**src/rtl/modexp_pkg.sv**
```systemverilog
package modexp_pkg;

   // Sequencer states of the windowed exponentiation controller
   typedef enum logic [3:0] {
      ST_IDLE,
      ST_TOMONT,
      ST_ONE,
      ST_POWERS,
      ST_WINDOW,
      ST_SQUARE,
      ST_MULT,
      ST_FROMMONT,
      ST_DONE
   } seq_state_t;

endpackage

```
**src/rtl/mont_mul.sv**
```systemverilog
// Bit-serial Montgomery product: res = a * b * 2^-W mod m
module mont_mul #(
   parameter int W = 12
) (
   input  logic         clk_i,
   input  logic         rst_ni,
   input  logic         start_i,
   input  logic [W-1:0] a_i,
   input  logic [W-1:0] b_i,
   input  logic [W-1:0] m_i,
   output logic         done_o,
   output logic [W-1:0] res_o
);
   localparam int CW = $clog2(W);
   localparam logic [CW-1:0] LAST = CW'(W - 1);

   generate
      if (W < 4) begin : g_bad_width
         $error("mont_mul: W must be at least 4");
      end
   endgenerate

   logic [W-1:0]  a_q, b_q, m_q;
   logic [W+1:0]  s_q;
   logic [CW-1:0] cnt_q;
   logic          run_q, fin_q;

   logic [W+1:0]  add_b, add_m, s_nxt, diff;

   always_comb begin
      add_b = s_q + (a_q[0] ? {2'b00, b_q} : '0);
      add_m = add_b[0] ? (add_b + {2'b00, m_q}) : add_b;
      s_nxt = add_m >> 1;
      diff  = s_q - {2'b00, m_q};
   end

   always_ff @(posedge clk_i or negedge rst_ni) begin
      if (!rst_ni) begin
         a_q    <= '0;
         b_q    <= '0;
         m_q    <= '0;
         s_q    <= '0;
         cnt_q  <= '0;
         run_q  <= 1'b0;
         fin_q  <= 1'b0;
         done_o <= 1'b0;
         res_o  <= '0;
      end else begin
         done_o <= 1'b0;
         if (start_i) begin
            a_q   <= a_i;
            b_q   <= b_i;
            m_q   <= m_i;
            s_q   <= '0;
            cnt_q <= '0;
            run_q <= 1'b1;
            fin_q <= 1'b0;
         end else if (run_q) begin
            s_q   <= s_nxt;
            a_q   <= a_q >> 1;
            cnt_q <= cnt_q + 1'b1;
            if (cnt_q == LAST) begin
               run_q <= 1'b0;
               fin_q <= 1'b1;
            end
         end else if (fin_q) begin
            fin_q  <= 1'b0;
            done_o <= 1'b1;
            res_o  <= (s_q >= {2'b00, m_q}) ? diff[W-1:0] : s_q[W-1:0];
         end
      end
   end

   // Partial sum stays below 2m, so one subtraction reduces it fully
   assert_mm_reduced_R8: assert property (@(posedge clk_i) disable iff (!rst_ni)
      done_o |-> (res_o < m_q));

   assert_mm_sum_bound_R1: assert property (@(posedge clk_i) disable iff (!rst_ni)
      run_q |-> (s_q < {1'b0, m_q, 1'b0}));

endmodule

```
**src/rtl/power_bank.sv**
```systemverilog
// Register bank for precomputed powers: one write port, one mux read port
module power_bank #(
   parameter int W = 12,
   parameter int D = 4
) (
   input  logic         clk_i,
   input  logic         rst_ni,
   input  logic         we_i,
   input  logic [D-1:0] waddr_i,
   input  logic [W-1:0] wdata_i,
   input  logic [D-1:0] raddr_i,
   output logic [W-1:0] rdata_o
);
   localparam int DEPTH = 2 ** D;

   logic [DEPTH-1:0]        wsel;
   logic [DEPTH-1:0][W-1:0] regs;

   generate
      for (genvar g = 0; g < DEPTH; g++) begin : g_entry
         logic [W-1:0] q;
         assign wsel[g] = we_i && (waddr_i == D'(g));
         always_ff @(posedge clk_i or negedge rst_ni) begin
            if (!rst_ni)      q <= '0;
            else if (wsel[g]) q <= wdata_i;
         end
         assign regs[g] = q;
      end
   endgenerate

   assign rdata_o = regs[raddr_i];

   assert_bank_one_write_R9: assert property (@(posedge clk_i) disable iff (!rst_ni)
      $onehot0(wsel));

endmodule

```
**src/rtl/window_sel.sv**
```systemverilog
// Holds the exponent and slices out the window chosen by the scan index
module window_sel #(
   parameter int W = 12,
   parameter int D = 4
) (
   input  logic                          clk_i,
   input  logic                          rst_ni,
   input  logic                          load_i,
   input  logic [W-1:0]                  exp_i,
   input  logic [$clog2(W/D)-1:0]        idx_i,
   output logic [D-1:0]                  win_o,
   output logic                          zero_o
);
   localparam int NWIN = W / D;

   logic [W-1:0]               exp_q;
   logic [NWIN-1:0][D-1:0]     wins;

   always_ff @(posedge clk_i or negedge rst_ni) begin
      if (!rst_ni)     exp_q <= '0;
      else if (load_i) exp_q <= exp_i;
   end

   generate
      for (genvar g = 0; g < NWIN; g++) begin : g_slice
         assign wins[g] = exp_q[g*D +: D];
      end
   endgenerate

   always_comb begin
      win_o = '0;
      for (int i = 0; i < NWIN; i++) begin
         if (idx_i == ($clog2(W/D))'(i)) win_o = wins[i];
      end
      zero_o = (win_o == '0);
   end

endmodule

```
**src/rtl/modexp_window.sv**
```systemverilog
module modexp_window
   import modexp_pkg::*;
#(
   parameter int W = 12,
   parameter int D = 4
) (
   input  logic         clk_i,
   input  logic         rst_ni,
   input  logic         start_i,
   input  logic [W-1:0] base_i,
   input  logic [W-1:0] exp_i,
   input  logic [W-1:0] mod_i,
   input  logic [W-1:0] corr_i,
   output logic         busy_o,
   output logic         done_o,
   output logic [W-1:0] result_o
);
   localparam int NWIN = W / D;
   localparam int IW   = $clog2(NWIN);
   localparam int SW   = $clog2(D);
   localparam logic [IW-1:0] FIRST_WIN = IW'(NWIN - 1);
   localparam logic [D-1:0]  TOP_POW   = {D{1'b1}};
   localparam logic [D-1:0]  BANK_OFS  = D'(2);
   localparam logic [SW-1:0] LAST_SQ   = SW'(D - 1);
   localparam logic [W-1:0]  ONE       = W'(1);

   generate
      if (W % D != 0) begin : g_bad_split
         $error("modexp_window: W must be a multiple of D");
      end
      if (D < 2 || NWIN < 2) begin : g_bad_window
         $error("modexp_window: need D >= 2 and at least two windows");
      end
   endgenerate

   seq_state_t state_q;

   logic [W-1:0]  mod_q, corr_q, xm_q, acc_q;
   logic [D-1:0]  pw_q;
   logic [IW-1:0] widx_q;
   logic [SW-1:0] sq_q;

   logic          mm_go_q, mm_done;
   logic [W-1:0]  op_a_q, op_b_q, mm_res;

   logic          accept;
   logic [D-1:0]  win;
   logic          win_zero;
   logic [W-1:0]  bank_rd, pow_sel;
   logic          bank_we;

   assign accept  = start_i && (state_q == ST_IDLE || state_q == ST_DONE);
   assign busy_o  = (state_q != ST_IDLE) && (state_q != ST_DONE);
   assign done_o  = (state_q == ST_DONE);
   assign bank_we = (state_q == ST_POWERS) && mm_done;
   assign pow_sel = (win == D'(1)) ? xm_q : bank_rd;

   mont_mul #(.W(W)) u_mm (
      .clk_i   (clk_i),
      .rst_ni  (rst_ni),
      .start_i (mm_go_q),
      .a_i     (op_a_q),
      .b_i     (op_b_q),
      .m_i     (mod_q),
      .done_o  (mm_done),
      .res_o   (mm_res)
   );

   power_bank #(.W(W), .D(D)) u_bank (
      .clk_i   (clk_i),
      .rst_ni  (rst_ni),
      .we_i    (bank_we),
      .waddr_i (pw_q - BANK_OFS),
      .wdata_i (mm_res),
      .raddr_i (win - BANK_OFS),
      .rdata_o (bank_rd)
   );

   window_sel #(.W(W), .D(D)) u_win (
      .clk_i   (clk_i),
      .rst_ni  (rst_ni),
      .load_i  (accept),
      .exp_i   (exp_i),
      .idx_i   (widx_q),
      .win_o   (win),
      .zero_o  (win_zero)
   );

   always_ff @(posedge clk_i or negedge rst_ni) begin
      if (!rst_ni) begin
         state_q  <= ST_IDLE;
         mod_q    <= '0;
         corr_q   <= '0;
         xm_q     <= '0;
         acc_q    <= '0;
         pw_q     <= '0;
         widx_q   <= '0;
         sq_q     <= '0;
         mm_go_q  <= 1'b0;
         op_a_q   <= '0;
         op_b_q   <= '0;
         result_o <= '0;
      end else begin
         mm_go_q <= 1'b0;
         case (state_q)
            ST_IDLE, ST_DONE: begin
               if (accept) begin
                  mod_q   <= mod_i;
                  corr_q  <= corr_i;
                  op_a_q  <= base_i;
                  op_b_q  <= corr_i;
                  mm_go_q <= 1'b1;
                  state_q <= ST_TOMONT;
               end
            end
            ST_TOMONT: begin
               if (mm_done) begin
                  xm_q    <= mm_res;
                  op_a_q  <= corr_q;
                  op_b_q  <= ONE;
                  mm_go_q <= 1'b1;
                  state_q <= ST_ONE;
               end
            end
            ST_ONE: begin
               if (mm_done) begin
                  acc_q   <= mm_res;
                  op_a_q  <= xm_q;
                  op_b_q  <= xm_q;
                  pw_q    <= D'(2);
                  mm_go_q <= 1'b1;
                  state_q <= ST_POWERS;
               end
            end
            ST_POWERS: begin
               if (mm_done) begin
                  if (pw_q == TOP_POW) begin
                     widx_q  <= FIRST_WIN;
                     state_q <= ST_WINDOW;
                  end else begin
                     pw_q    <= pw_q + 1'b1;
                     op_a_q  <= mm_res;
                     op_b_q  <= xm_q;
                     mm_go_q <= 1'b1;
                  end
               end
            end
            ST_WINDOW: begin
               if (widx_q != FIRST_WIN) begin
                  sq_q    <= '0;
                  op_a_q  <= acc_q;
                  op_b_q  <= acc_q;
                  mm_go_q <= 1'b1;
                  state_q <= ST_SQUARE;
               end else if (!win_zero) begin
                  op_a_q  <= acc_q;
                  op_b_q  <= pow_sel;
                  mm_go_q <= 1'b1;
                  state_q <= ST_MULT;
               end else begin
                  widx_q  <= widx_q - 1'b1;
               end
            end
            ST_SQUARE: begin
               if (mm_done) begin
                  acc_q <= mm_res;
                  if (sq_q != LAST_SQ) begin
                     sq_q    <= sq_q + 1'b1;
                     op_a_q  <= mm_res;
                     op_b_q  <= mm_res;
                     mm_go_q <= 1'b1;
                  end else if (!win_zero) begin
                     op_a_q  <= mm_res;
                     op_b_q  <= pow_sel;
                     mm_go_q <= 1'b1;
                     state_q <= ST_MULT;
                  end else if (widx_q == '0) begin
                     op_a_q  <= mm_res;
                     op_b_q  <= ONE;
                     mm_go_q <= 1'b1;
                     state_q <= ST_FROMMONT;
                  end else begin
                     widx_q  <= widx_q - 1'b1;
                     state_q <= ST_WINDOW;
                  end
               end
            end
            ST_MULT: begin
               if (mm_done) begin
                  acc_q <= mm_res;
                  if (widx_q == '0) begin
                     op_a_q  <= mm_res;
                     op_b_q  <= ONE;
                     mm_go_q <= 1'b1;
                     state_q <= ST_FROMMONT;
                  end else begin
                     widx_q  <= widx_q - 1'b1;
                     state_q <= ST_WINDOW;
                  end
               end
            end
            ST_FROMMONT: begin
               if (mm_done) begin
                  result_o <= mm_res;
                  state_q  <= ST_DONE;
               end
            end
            default: state_q <= ST_IDLE;
         endcase
      end
   end

   // A start seen mid-run neither aborts nor restarts the run
   assert_busy_ignores_start_R2: assert property (@(posedge clk_i) disable iff (!rst_ni)
      (busy_o && start_i) |=> (busy_o || done_o));

   assert_done_holds_R3: assert property (@(posedge clk_i) disable iff (!rst_ni)
      (done_o && !start_i) |=> done_o);

   assert_start_clears_done_R3: assert property (@(posedge clk_i) disable iff (!rst_ni)
      (done_o && start_i) |=> (busy_o && !done_o));

   assert_result_stable_R4: assert property (@(posedge clk_i) disable iff (!rst_ni)
      (done_o && !start_i) |=> $stable(result_o));

   assert_result_below_mod_R8: assert property (@(posedge clk_i) disable iff (!rst_ni)
      done_o |-> (result_o < mod_q));

   // Multiplies are never issued for a zero window
   assert_zero_window_no_mult_R5: assert property (@(posedge clk_i) disable iff (!rst_ni)
      (state_q == ST_WINDOW && widx_q == FIRST_WIN && win_zero) |=> (state_q == ST_WINDOW));

   assert_bank_read_in_range_R9: assert property (@(posedge clk_i) disable iff (!rst_ni)
      (state_q == ST_MULT && mm_go_q) |-> (win != '0));

endmodule

```
**config.mk**
```make
export PLATFORM = sky130hd
export DESIGN_NAME = modexp_window
export DESIGN_NICKNAME = d
export VERILOG_FILES = /design/src/rtl/modexp_pkg.sv /design/src/rtl/mont_mul.sv /design/src/rtl/power_bank.sv /design/src/rtl/window_sel.sv /design/src/rtl/modexp_window.sv
export SDC_FILE = /design/constraint.sdc
export NUM_CORES = 1
export LEC_CHECK = 0
export BUFFER_PORTS_ARGS = -buffer_cell sky130_fd_sc_hd__buf_2
export CAP_MARGIN = 20
export CORE_ASPECT_RATIO = 0.5
export CORE_UTILIZATION = 25
export CTS_CLUSTER_SIZE = 12
export DETAILED_ROUTE_END_ITERATION = 10
export PLACE_DENSITY = 0.43
export SKIP_CTS_REPAIR_TIMING = 1
export SYNTH_ARGS = -nofsm -noshare
export SYNTH_HDL_FRONTEND = slang
export SYNTH_SLANG_ARGS = --single-unit
```
**constraint.sdc**
```tcl
create_clock -name clk_i -period 4.31 [get_ports clk_i]
set_input_delay 0.862 -clock clk_i [delete_from_list [all_inputs] [get_ports clk_i]]
set_output_delay 0.862 -clock clk_i [all_outputs]
set_load 0.1 [all_outputs]
```
==> reports/qor_table.md <==
| Result | Value |
|:---|:---|
| Pin count of the biggest net entering global routing | 103 |
| Cell taking the most area after synthesis | sky130_fd_sc_hd__dfrtp_1 |
| Switch share | 42.31% |
| Final number of setup-violating endpoints | 0 |
| Total vias in the final route | 12790 |
| Maximum achievable frequency | 0.2502 GHz |
| Number of filler cells placed in the layout | 7642 |
| Synth Warn # | 0 |
| Average size of a mapped cell | 11.61 um^2 |
| Synth Flop Type | sky130_fd_sc_hd__dfrtp_1 |
| Launch instance of the worst register-to-register path | u_mm.a_q[0] |
| CTS tree | built |
| Result of the run | completed |
| Vias in the first global route | 13110 |
| Wire length of the first global-routing pass | 83250 um |
| Crit-path max FO | 12 |
| Clock Pin Slew Worst Setup and Hold Paths | 60 ps |
| Relative max-transition margin | 35.43% |
| Worst clock skew | 23.95 ps |
| Area share of the leading cell type in the synthesized netlist | 48.66% |
| Pin slew with the least headroom to its limit | 968.5 ps |
| Post-route worst hold slack | 322.4 ps |
| Residual DRC | 0 |
| Power Density | 698.3 nW/um^2 |
| Estimated wirelength of the detail-placed design | 34890 um |
| Sequential share of power | 32.3% |
| Longest Clk Path Bufs | 3 |
| Critical path class | reg -> reg |
| GRT Residual Overflow | 0 |
| Number of core rows | 70 |
| Shortest period the worst path allows | 3997 ps |
| Leading cell types in the layout, fill and taps excluded | 368 x sky130_fd_sc_hd__dfrtp_1, 277 x sky130_fd_sc_hd__mux2_2, 143 x sky130_fd_sc_hd__nand2_1, 127 x sky130_fd_sc_hd__mux2i_1 |
| Seq/Total Area, Yosys | 48.66% |
| Num ports | 65 |
| Cell count after synthesis | 1634 |
| Die footprint | 77070 um^2 |
| Via density | 4.710 |
| CP Data Required Time | 4740 ps |
| Number of flip-flops in the largest register | 192 |
| Die X | 391.6 um |
| Global-route usage over all layers | 13.96% |
| CP startpoint | u_mm.a_q[0] |
| Average routed wire per standard cell | 19.45 um |
| Count of endpoints failing hold in the final timing report | 0 |
| Initial core utilization | 25.61% |
| Antenna violations before repair | 0 |
| Die Y-Extent | 196.8 um |
| Registers with the most flip-flops | u_bank.g_entry.q (192), u_mm.s_q (13) |
| Detailed router's first-iteration violation count | 794 |
| Top reg by flops | u_bank.g_entry.q |
| Summed instance area of the synthesized netlist | 18980 um^2 |
| Relative contribution of the clock network to total power | 22.9% |
| R2R depth | 16 |
| Worst reg-to-reg setup slack | 310 ps |
| Combinational Power Share | 44.8% |
| Internal power consumption | 0.008835 W |
| H-tree levels | 2 |
| Cell types occupying the most area after synthesis | sky130_fd_sc_hd__dfrtp_1 49%, sky130_fd_sc_hd__mux2_2 16%, sky130_fd_sc_hd__mux2i_1 6.7% |
| Placer congestion estimate | 0.8452 |
| Core region area | 74100 um^2 |
| Total clock buffers created by CTS | 40 |
| Residual antenna-violating net count after detailed routing | 0 |
| Setup crit end kind | flop |
| Clock tree root driver cell | sky130_fd_sc_hd__clkbuf_16 |
| Leakage Power | 10.14 nW |
| Kind of start point of the critical path | flop |
| Area growth from synthesis to final layout | 15.56% |
| Class of the worst hold path | in -> async |
| Wire length after detailed routing | 52810 um |
| Max Transition Viols Final | 0 |
| Capturing element of the worst setup path | u_mm.s_q[12] |
| Syn Nets | 1736 |
| Worst vdd rail ir drop | 0.0006834 V |
| Number of nets in the finished design | 1781 |
| Accumulated negative setup slack | 0 ps |
| Highest metal used | met4 |
| Most common cell after layout, fill and taps aside | sky130_fd_sc_hd__dfrtp_1 |
| Reg-to-reg critical path endpoint | u_mm.s_q[12] |
| Iteration count of the initial detailed-routing pass | 6 |
| Layout cell share with drive strength beyond 1 | 28.76% |
| Port Buf Inserts | 64 |
| Count of clock tree sinks | 369 |
| Power consumption | 0.01531 W |
| Setup repair after global routing missed its margin | false |
| Number of synthesized flops with an enable pin | 0 |
| Met1 layer wirelength in the final routing | 26280 um |
| Met3 routed wirelength | 1804 um |
| Max Cap Viol | 0 |
| Final clock period utilization by the worst path | 92.74% |
| Number of flip-flops and latches in the synthesized netlist | 369 |
| CP arrival | 4420 ps |
| Latest clock arrival within the worst-skew pair | 590 ps |
| Distinct cell type count of the synthesized netlist | 66 |
| Net switching power figure | 0.006478 W |
| Sum of met2 wire segment lengths after detailed routing | 23810 um |
| Asr flop ratio synth | 100.0% |
-- per-layer routing --
| metal | track usage [%] | vias to the layer above |
|---|---|---|
| li1 | - | 5974 |
| met1 | 20.01 | 6557 |
| met2 | 21.75 | 201 |
| met3 | 2.203 | 61 |
| met4 | 3.733 | 0 |
| met5 | 0 | - |
-- synthesized netlist by cell type (12+ instances only) --
cell type,instances
sky130_fd_sc_hd__dfrtp_1,369
sky130_fd_sc_hd__mux2_2,277
sky130_fd_sc_hd__nand2_1,143
sky130_fd_sc_hd__mux2i_1,127
sky130_fd_sc_hd__clkbuf_1,88
sky130_fd_sc_hd__nor2_1,77
sky130_fd_sc_hd__o21ai_0,77
sky130_fd_sc_hd__a21oi_1,68
sky130_fd_sc_hd__ha_1,48
sky130_fd_sc_hd__inv_1,39
sky130_fd_sc_hd__nor2b_1,25
sky130_fd_sc_hd__nand3_1,24
sky130_fd_sc_hd__mux4_2,19
sky130_fd_sc_hd__xnor2_1,18
sky130_fd_sc_hd__a211oi_1,16
sky130_fd_sc_hd__buf_2,15
sky130_fd_sc_hd__xor2_1,14
sky130_fd_sc_hd__and2_1,13
sky130_fd_sc_hd__a222oi_1,12
sky130_fd_sc_hd__nor3_1,12
-- worst min path at each step --
stage / startpoint / endpoint / slack, ps
2_1_floorplan: mod_q[10] / u_mm.m_q[10] / 450
4_1_cts: rst_ni / u_bank.g_entry[4].q[10] / 330
5_1_grt: rst_ni / u_bank.g_entry[4].q[10] / 370
3_5_place_dp: op_a_q[10] / u_mm.a_q[10] / 470
3_3_place_gp: mod_q[5] / u_mm.m_q[5] / 460
6_report: rst_ni / u_bank.g_entry[4].q[10] / 320
-- logic make-up (layout without fill, tap and decap cells) --
family | after synthesis | in the layout | synth area share (%)
AO/OA/AOI/OAI | 268 | 268 | 9.482
XOR/XNOR | 32 | 32 | 1.477
adder cells (fa/ha/maj) | 52 | 52 | 3.534
buffers and inverters | 153 | 226 | 3.218
flip-flops | 369 | 369 | 48.66
multiplexers | 424 | 424 | 25.53
other | 0 | 1 | 0
AND/OR/NAND/NOR | 336 | 336 | 8.097
-- final cells by class --
type	count	area (um^2)	share of cell area, %
clock inverters	7	126.4	0.5763
multi-input cells	1112	9173	41.83
inverters	40	152.6	0.6961
diodes	1	2.502	0.01141
clock buffers	63	1207	5.506
well taps	1008	1261	5.751
repair buffers	116	770.7	3.515
flip-flops and latches	369	9235	42.11
-- metrics by stage --
stage          instances  area, um^2  utilization (%)  worst slack, ps
2_1_floorplan       1634       18980                -            291.0
3_3_place_gp        2645       20590            27.79            339.6
3_5_place_dp        2645       20590            27.79            312.9
4_1_cts             2715       21930            29.59            295.5
5_1_grt             2715       21930            29.59            17.88
6_report            2716       21930            29.59            313.0
-- critical path, cell delays in order, from the launching register on --
cell	delay, ps
sky130_fd_sc_hd__dfrtp_1	370
sky130_fd_sc_hd__buf_4	170
sky130_fd_sc_hd__and2_1	140
sky130_fd_sc_hd__ha_1	340
sky130_fd_sc_hd__nor2b_1	160
sky130_fd_sc_hd__o31a_1	290
sky130_fd_sc_hd__or2_2	280
sky130_fd_sc_hd__a31oi_1	190
sky130_fd_sc_hd__xnor2_1	120
sky130_fd_sc_hd__ha_1	260
sky130_fd_sc_hd__or4_1	470
sky130_fd_sc_hd__o211ai_1	110
sky130_fd_sc_hd__a21oi_1	80
sky130_fd_sc_hd__o31a_1	260
sky130_fd_sc_hd__o211ai_1	260
sky130_fd_sc_hd__mux2i_1	220
sky130_fd_sc_hd__o221ai_1	110
-- power groups by stage --
| stage | Combinational, W | Sequential (W) | Clock [W] |
|---|---|---|---|
| 2_1_floorplan | 0.00507 | 0.00448 | 0 |
| 3_3_place_gp | 0.00687 | 0.00501 | 0 |
| 3_5_place_dp | 0.00689 | 0.00500 | 0 |
| 4_1_cts | 0.00692 | 0.00495 | 0.00365 |
| 5_1_grt | 0.00753 | 0.00505 | 0.00379 |
| 6_report | 0.00686 | 0.00494 | 0.00351 |
Note: power is estimated with default switching activity, not from simulation.
